<file path="src/rtl/rgn_attr_pkg.sv">
package rgn_attr_pkg;

    localparam int WORD_W    = 32;
    localparam int CACHE_POS = 0;
    localparam int PREF_POS  = 3;

    // Live content of one entry; the reserved bits are never stored
    typedef struct packed {
        logic pref;
        logic cache;
    } attr_t;

    localparam attr_t ATTR_NONE  = '{pref: 1'b0, cache: 1'b0};
    localparam attr_t ATTR_FIXED = '{pref: 1'b0, cache: 1'b1};

    // Place the flags at their bit positions; every other bit is zero
    function automatic logic [WORD_W-1:0] attr_to_word(attr_t a);
        logic [WORD_W-1:0] w;
        w            = '0;
        w[CACHE_POS] = a.cache;
        w[PREF_POS]  = a.pref;
        return w;
    endfunction

    // Keep only the two live bits of a full data word
    function automatic attr_t word_to_attr(logic [WORD_W-1:0] w);
        attr_t a;
        a.cache = w[CACHE_POS];
        a.pref  = w[PREF_POS];
        return a;
    endfunction

endpackage

</file>
<file path="src/rtl/rgn_attr_wr_ctrl.sv">
module rgn_attr_wr_ctrl
    import rgn_attr_pkg::*;
#(
    parameter int IDX_W    = 8,
    parameter int RO_COUNT = 16
) (
    input  logic                clk,
    input  logic                rst,
    input  logic                wr_en,
    input  logic [IDX_W-1:0]    wr_idx,
    input  logic [WORD_W-1:0]   wr_data,
    output logic                store_en,
    output attr_t               store_attr,
    output logic                wr_err
);
    localparam logic [IDX_W-1:0] RO_LIMIT = IDX_W'(RO_COUNT);

    logic hit_fixed;

    always_comb begin
        hit_fixed  = (wr_idx < RO_LIMIT);
        store_en   = wr_en && !hit_fixed;
        store_attr = word_to_attr(wr_data);
    end

    // The error pulse is registered, so it appears in the cycle after the write
    always_ff @(posedge clk) begin
        if (rst) wr_err <= 1'b0;
        else     wr_err <= wr_en && hit_fixed;
    end
endmodule

</file>
<file path="src/rtl/rgn_attr_store.sv">
module rgn_attr_store
    import rgn_attr_pkg::*;
#(
    parameter int    NUM_ENTRIES = 256,
    parameter int    RO_COUNT    = 16,
    parameter int    IDX_W       = 8,
    parameter attr_t FIXED_VAL   = ATTR_FIXED
) (
    input  logic             clk,
    input  logic             rst,
    input  logic             wr_en,
    input  logic [IDX_W-1:0] wr_idx,
    input  attr_t            wr_attr,
    output attr_t            ent [NUM_ENTRIES]
);
    for (genvar i = 0; i < NUM_ENTRIES; i++) begin : g_ent
        if (i < RO_COUNT) begin : g_fixed
            assign ent[i] = FIXED_VAL;
        end else begin : g_flop
            attr_t q;
            always_ff @(posedge clk) begin
                if (rst)                                   q <= ATTR_NONE;
                else if (wr_en && wr_idx == IDX_W'(i))     q <= wr_attr;
            end
            assign ent[i] = q;
        end
    end
endmodule

</file>
<file path="src/rtl/rgn_attr_rd_port.sv">
module rgn_attr_rd_port
    import rgn_attr_pkg::*;
#(
    parameter int NUM_ENTRIES = 256,
    parameter int IDX_W       = 8
) (
    input  attr_t            ent [NUM_ENTRIES],
    input  logic [IDX_W-1:0] idx,
    output attr_t            sel
);
    always_comb sel = ent[idx];
endmodule

</file>
<file path="src/rtl/rgn_attr_table.sv">
module rgn_attr_table
    import rgn_attr_pkg::*;
#(
    parameter int  NUM_ENTRIES = 256,
    parameter int  ADDR_W      = 32,
    parameter int  RO_COUNT    = 16,
    localparam int IDX_W       = $clog2(NUM_ENTRIES)
) (
    input  logic              clk,
    input  logic              rst,
    input  logic              cfg_wr_en,
    input  logic [IDX_W-1:0]  cfg_idx,
    input  logic [WORD_W-1:0] cfg_wdata,
    output logic [WORD_W-1:0] cfg_rdata,
    output logic              cfg_wr_err,
    input  logic [ADDR_W-1:0] lk_addr,
    output logic              lk_cacheable,
    output logic              lk_prefetchable
);
    attr_t            ent [NUM_ENTRIES];
    logic             store_en;
    attr_t            store_attr;
    attr_t            cfg_sel;
    attr_t            lk_sel;
    logic [IDX_W-1:0] lk_idx;
    logic             unused_addr_lo;

    // The region index is the top IDX_W bits of the address
    assign lk_idx         = lk_addr[ADDR_W-1 -: IDX_W];
    assign unused_addr_lo = ^lk_addr[ADDR_W-IDX_W-1:0];

    rgn_attr_wr_ctrl #(.IDX_W(IDX_W), .RO_COUNT(RO_COUNT)) u_wr (
        .clk(clk), .rst(rst), .wr_en(cfg_wr_en), .wr_idx(cfg_idx),
        .wr_data(cfg_wdata), .store_en(store_en), .store_attr(store_attr),
        .wr_err(cfg_wr_err)
    );

    rgn_attr_store #(.NUM_ENTRIES(NUM_ENTRIES), .RO_COUNT(RO_COUNT),
                     .IDX_W(IDX_W), .FIXED_VAL(ATTR_FIXED)) u_store (
        .clk(clk), .rst(rst), .wr_en(store_en), .wr_idx(cfg_idx),
        .wr_attr(store_attr), .ent(ent)
    );

    rgn_attr_rd_port #(.NUM_ENTRIES(NUM_ENTRIES), .IDX_W(IDX_W)) u_cfg_rd (
        .ent(ent), .idx(cfg_idx), .sel(cfg_sel)
    );

    rgn_attr_rd_port #(.NUM_ENTRIES(NUM_ENTRIES), .IDX_W(IDX_W)) u_lk_rd (
        .ent(ent), .idx(lk_idx), .sel(lk_sel)
    );

    assign cfg_rdata       = attr_to_word(cfg_sel);
    assign lk_cacheable    = lk_sel.cache;
    assign lk_prefetchable = lk_sel.pref;
endmodule

</file>
<file path="config.mk">
export PLATFORM = sky130hd
export DESIGN_NAME = rgn_attr_table
export DESIGN_NICKNAME = d
export VERILOG_FILES = /design/src/rtl/rgn_attr_pkg.sv /design/src/rtl/rgn_attr_wr_ctrl.sv /design/src/rtl/rgn_attr_store.sv /design/src/rtl/rgn_attr_rd_port.sv /design/src/rtl/rgn_attr_table.sv
export SDC_FILE = /design/constraint.sdc
export NUM_CORES = 1
export LEC_CHECK = 0
export ABC_AREA = 1
export BUFFER_PORTS_ARGS = -buffer_cell sky130_fd_sc_hd__buf_4
export CORE_MARGIN = 1.5
export CORE_UTILIZATION = 40
export DETAILED_ROUTE_END_ITERATION = 8
export MAX_ROUTING_LAYER = met4
export PLACE_DENSITY = 0.64
export REMOVE_ABC_BUFFERS = 1
export SLEW_MARGIN = 20
export SYNTH_ARGS = -nofsm -noshare
export SYNTH_HDL_FRONTEND = slang
export SYNTH_HIERARCHICAL = 1
export SYNTH_SLANG_ARGS = --single-unit
</file>
<file path="constraint.sdc">
create_clock -name clk -period 1.69 [get_ports clk]
set_clock_uncertainty 0.2 [all_clocks]
set_input_delay 0.169 -clock clk [delete_from_list [all_inputs] [get_ports clk]]
set_output_delay 0.169 -clock clk [all_outputs]
set_load 0.005 [all_outputs]
</file>
==> out/results.ini, run 1 <==
[status]
status=complete, but fails checks
violations=setup timing

[die]
start_util_pct=40.7
num_rows=100
chipWidth_um=279
io_pins=110
chipHeight_um=279
dieArea_sq_um=77700
core-area_sq_um=74800

[clock_tree]
cts_tree=built
clkLatencyLatePin_ps=630
clk_pin_slew_worst_paths_ps=60
clockBufferDepth=3
h-tree-depth=2
cts_root_buffer=clkbuf_16
cts_sinks=481
cts_buffers=57

[placement]
port_buffers=25
place_inst=6428
gp_congestion=0.988
dp_hpwl_um=85200

[global_routing]
grt.total_usage_pct=32.5
antenna_found_initial=2
grt_pass1_wl_um=192000
grt_max_degree=82
overflow=0
grt_pass1_vias=32200

[finish]
fin_nets=5622
final_common_cell=nand2_1
layout_common_cells=nand2_1, nor2_1, nand3_1
drive_gt1_share_pct=24.9
stdcell_count=6565
area_growth_pct=30.3

[routing]
wire_per_inst_um=19.8
drc=0
post_drt_via_cell_ratio=5.53
routed-via-count=36300
first_iter_violations=5180
drt-total-wl_um=130000
detail-route-antenna-nets=0
drt_first_pass_iters=8

[sta]
period_share_pct=145
slew-limit-headroom_pct=60.4
setup_viol=7
holdWs_ps=165
fmax_ghz=0.407
worst_pin_slew_ps=593
period_minus_slack_ps=2450
rsz0062_at_grt=true
setup_slack_ps=-764
drv_slew=0
finalHoldViolCount=0

[pwr]
power_density_nw_per_um2=737
p_total_w=0.0292
ir_drop_uv=853
power_leakage_nw=16.2

[synth]
synth_top_area_cell=dfxtp_1
yosys.area.top_type_share_pct=31.7
yosys_register_bits=481
syn_area_per_cell_sq_um=5.72
seq_area_frac_synth_pct=31.7
synthTopCellsByArea=dfxtp_1, nand2_1, nand3_1
syn-cell-area_sq_um=30400
ys_warn_count=6
synth_cell_types=18
synthCells=5318

[setup_path]
endpoint_kind=output pin
critPathArrivalTime_ps=2090
cp-start-kind=flop
crit_type=reg2out
critPathMaxFanout=2
crit_required_ps=1320

[job]
drv_cap=0

[hold_path]
hold_class=in2reg

-- registers in the layout (all words and copies together), names as in the netlist --
| register | count |
|---|---|
| u_store/ent | 480 |
| u_wr/wr_err | 1 |
-- worst paths after layout --
path | from | end | slack [ps] | cells past startpoint
setup / recovery | u_store/ent[80] | lk_cacheable | -760 | 12
hold / removal | cfg_idx[5] | u_store/ent[101] | 160 | 8
setup reg to reg | u_store/ent[396] | u_store/ent[396] | 620 | 4
hold reg to reg | u_store/ent[145] | u_store/ent[145] | 290 | 2
-- worst max-delay path, cell delays in order (launching register included) --
cell and delay [ps]:
dfxtp_2 330, buf_4 130, nand2_1 50, nand3_1 100, nand3_1 150, nand3_2 120, nand3_4 80, nand2_2 50
nand2_2 70, nand3_2 80, nand3_2 100, nand2_4 70, buf_6 110
-- per-stage QoR --
stage	util, %	area [sq um]	setup WS, ps	TNS, ps
floorplan	-	28000	-5710	-2747630
global placement	46.7	35000	-814	-246390
detailed placement	46.7	35000	-814	-253740
CTS	50.7	38000	-741	-2840
global route	53.0	39600	-810	-3700
finish	53.0	39600	-764	-2880
-- logic make-up (layout without fill, tap and decap cells) --
group           Yosys count  after routing  synth area share, %
other cells               3             63               0.0370
buf+inv                 512            730                 9.49
compound gates            1              1               0.0164
flops                   481            481                 31.7
simple gates           4321           4321                 58.8
-- routing by layer --
metal | GRT usage (%) | vias to the layer above | part of all wire, %
met5 | - | - | 0
met4 | 14.0 | 0 | 4.9
met3 | 5.13 | 393 | 11
met2 | 48.4 | 2045 | 43
met1 | 43.6 | 16700 | 41
li1 | - | 17200 | -
-- synthesized netlist by cell type --
| cell type | number |
|---|---|
| nand2_1 | 1884 |
| nand3_1 | 1217 |
| nor2_1 | 1175 |
| dfxtp_1 | 481 |
| buf_2 | 139 |
| clkbuf_1 | 119 |
| buf_4 | 100 |
| inv_1 | 55 |
| buf_6 | 48 |
| buf_1 | 40 |
| nor2_2 | 38 |
| nor2_4 | 6 |
| inv_2 | 5 |
| buf_8 | 4 |
| conb_1 | 3 |
| inv_6 | 2 |
| a21oi_1 | 1 |
| nand4_1 | 1 |
-- report_power, final --
group          internal [W]  switching [W]
clock network       0.00755        0.00535
registers            0.0114      0.0000209
logic               0.00176        0.00318
total                0.0207        0.00855
-- final cells by class --
type | count | area, sq um
Antenna cell | 1 | 2.50
Clock buffer | 84 | 1700
Clock inverter | 23 | 230
Fill cell | 7428 | 35200
Inverter | 62 | 275
Multi-Input combinational cell | 4384 | 20000
Sequential cell | 481 | 10000
Tap cell | 969 | 1210
Timing Repair Buffer | 561 | 6210
-- what timing repair did --
action / CTS / global route
hold buffers: 6 / 0
resized for setup: 354 / 407
hold endpoints to repair: 348 / 0
cloned: 0 / 8
setup endpoints to repair: 12 / 299
pin swaps: 87 / 127
setup buffers: 1 / 17
Note: power is estimated with default switching activity, not from simulation.
==> inputs of run 2 (changes only) <==
--- a/config.mk
+++ b/config.mk
@@ -5,7 +5,6 @@
 export SDC_FILE = /design/constraint.sdc
 export NUM_CORES = 1
 export LEC_CHECK = 0
-export ABC_AREA = 1
 export BUFFER_PORTS_ARGS = -buffer_cell sky130_fd_sc_hd__buf_4
 export CORE_MARGIN = 1.5
 export CORE_UTILIZATION = 40
==> out/results.ini, run 2 <==
[setup_path]
critPathMaxFanout=2
crit_required_ps=1320
cp-start-kind=flop
endpoint_kind=output pin
critPathArrivalTime_ps=2930
crit_type=reg2out

[routing]
drc=0
routed-via-count=24500
drt_first_pass_iters=6
detail-route-antenna-nets=0
post_drt_via_cell_ratio=5.90
first_iter_violations=2400
drt-total-wl_um=99000
wire_per_inst_um=23.8

[die]
dieArea_sq_um=76000
start_util_pct=40.6
chipHeight_um=276
chipWidth_um=276
io_pins=110
num_rows=99
core-area_sq_um=73300

[clock_tree]
cts_sinks=481
clk_pin_slew_worst_paths_ps=60
h-tree-depth=2
clkLatencyLatePin_ps=620
cts_tree=built
cts_root_buffer=clkbuf_16
clockBufferDepth=3
cts_buffers=53

[synth]
ys_warn_count=6
yosys.area.top_type_share_pct=32.4
synth_cell_types=59
synthTopCellsByArea=dfxtp_1, mux2i_1, nand2b_1
seq_area_frac_synth_pct=32.4
ys.flop_type=dfxtp_1
yosysMostFrequentCell=mux2i_1
synth_edf_count=0
async_reset_ff_share_pct=0
synth_top_area_cell=dfxtp_1
syn-cell-area_sq_um=29800
yosys_register_bits=481
synth_common_cells=mux2i_1, nand2b_1, dfxtp_1, nand3_1, clkbuf_1
syn_area_per_cell_sq_um=10.6
synthCells=2819

[pwr]
p_clk_share_pct=44.9
ir_drop_uv=684
intPower_w=0.0198
switchingPower_w=0.00695
power_density_nw_per_um2=723
swShare_pct=26.0
power_leakage_nw=16.9
seq_power_share_pct=42.5
p_total_w=0.0267
comb_power_share_pct=12.6

[finish]
nFillCells=6425
multi_input_area_sq_um=18800
final_cell_area_sq_um=37000
area_growth_pct=24.3
fin_nets=3233
layout_common_cells=mux2i_1, nand2b_1, buf_4
largest_reg_flops=480
drive_gt1_share_pct=30.2
seq_area_sq_um=9650
final_common_cell=mux2i_1

[placement]
gp_congestion=0.967
place_ws_ps=-1530
port_buffers=25
place_area_sq_um=34300
dp_hpwl_um=66500

[sta]
slew-limit-headroom_pct=55.0
drv_slew=0
holdWs_ps=-3.48
fmax_ghz=0.303
setup_viol=15
setup_tns_ps=-6430
worst_pin_slew_ps=669
setup_slack_ps=-1610
period_minus_slack_ps=3300
finalHoldViolCount=3
rsz0062_at_grt=true
period_share_pct=195

[hold_path]
hold_class=in2reg

[global_routing]
grt_pass1_wl_um=152000
antenna_found_initial=2
grt_max_degree=105
overflow=0
grt.total_usage_pct=26.8
grt_pass1_vias=25400

[status]
violations=hold timing, setup timing
status=complete, but fails checks

[job]
drv_cap=0

[run 2: critical path, stage by stage (launching register included)]
cell and delay (ps):
dfxtp_1 340, buf_4 120, mux4_2 230, mux2_2 180, nor4_1 50, nor4_1 520
buf_4 230, o22ai_2 100, a311oi_4 360, buf_4 180
[run 2: power by group through the flow]
| stage | sequential (W) | clock (W) | combinational [W] |
|---|---|---|---|
| after global routing | 0.0114 | 0.0127 | 0.00347 |
| after detailed placement | 0.0116 | 0 | 0.00309 |
| after floorplan | 0.0116 | 0 | 0.00114 |
| after global placement | 0.0116 | 0 | 0.00306 |
| final | 0.0114 | 0.0120 | 0.00336 |
| after CTS | 0.0114 | 0.0122 | 0.00326 |
[run 2: kinds of logic after synthesis]
kind of cell           count (synthesis)  synth area share, %
AOI/OAI and AO/OA                    188                 4.51
muxes                                886                 36.8
buffers and inverters                365                 7.86
DFF                                  481                 32.4
other                                  3               0.0378
and+or+nand+nor                      896                 18.4
[run 2: final timing paths]
kind / from / slack [ps] / depth (start not counted) / to
hold reg to reg: u_store/ent[239] / 290 / 2 / u_store/ent[239]
hold / removal: rst / -3 / 4 / u_store/ent[14]
setup reg to reg: u_store/ent[374] / 660 / 4 / u_store/ent[374]
setup / recovery: u_store/ent[427] / -1610 / 9 / lk_prefetchable
[run 2: layout make-up]
class	instances	area share (%)
Clock inverter	14	0.538
Inverter	10	0.102
Timing Repair Buffer	580	15.0
Multi-Input combinational cell	2032	50.7
Tap cell	959	3.24
Clock buffer	81	4.28
Sequential cell	481	26.1
Antenna cell	2	0.0135
[run 2: through the flow]
stage | util, % | instances
2_1_floorplan | - | 2523
3_3_place_gp | 46.7 | 4056
3_5_place_dp | 46.7 | 4056
4_1_cts | 50.2 | 4159
5_1_grt | 50.4 | 4159
6_report | 50.4 | 4159
[run 2: metal layers]
metal / wire (um) / up-vias / GRT usage, %
met1: 41100 / 12300 / 34.0
li1: - / 10900 / -
met3: 7730 / 264 / 4.25
met4: 4280 / 0 / 11.6
met5: 0 / - / -
met2: 45900 / 1128 / 42.0
[run 2: repair_timing]
action / 4_1_cts / 5_1_grt
hold buffers: 10 / 0
endpoints found under the hold margin: 141 / 0
setup endpoints to repair: 362 / 159
setup buffers: 3 / 0
gates resized for setup: 133 / 50
pin swaps: 21 / 2
cloned: 4 / 0
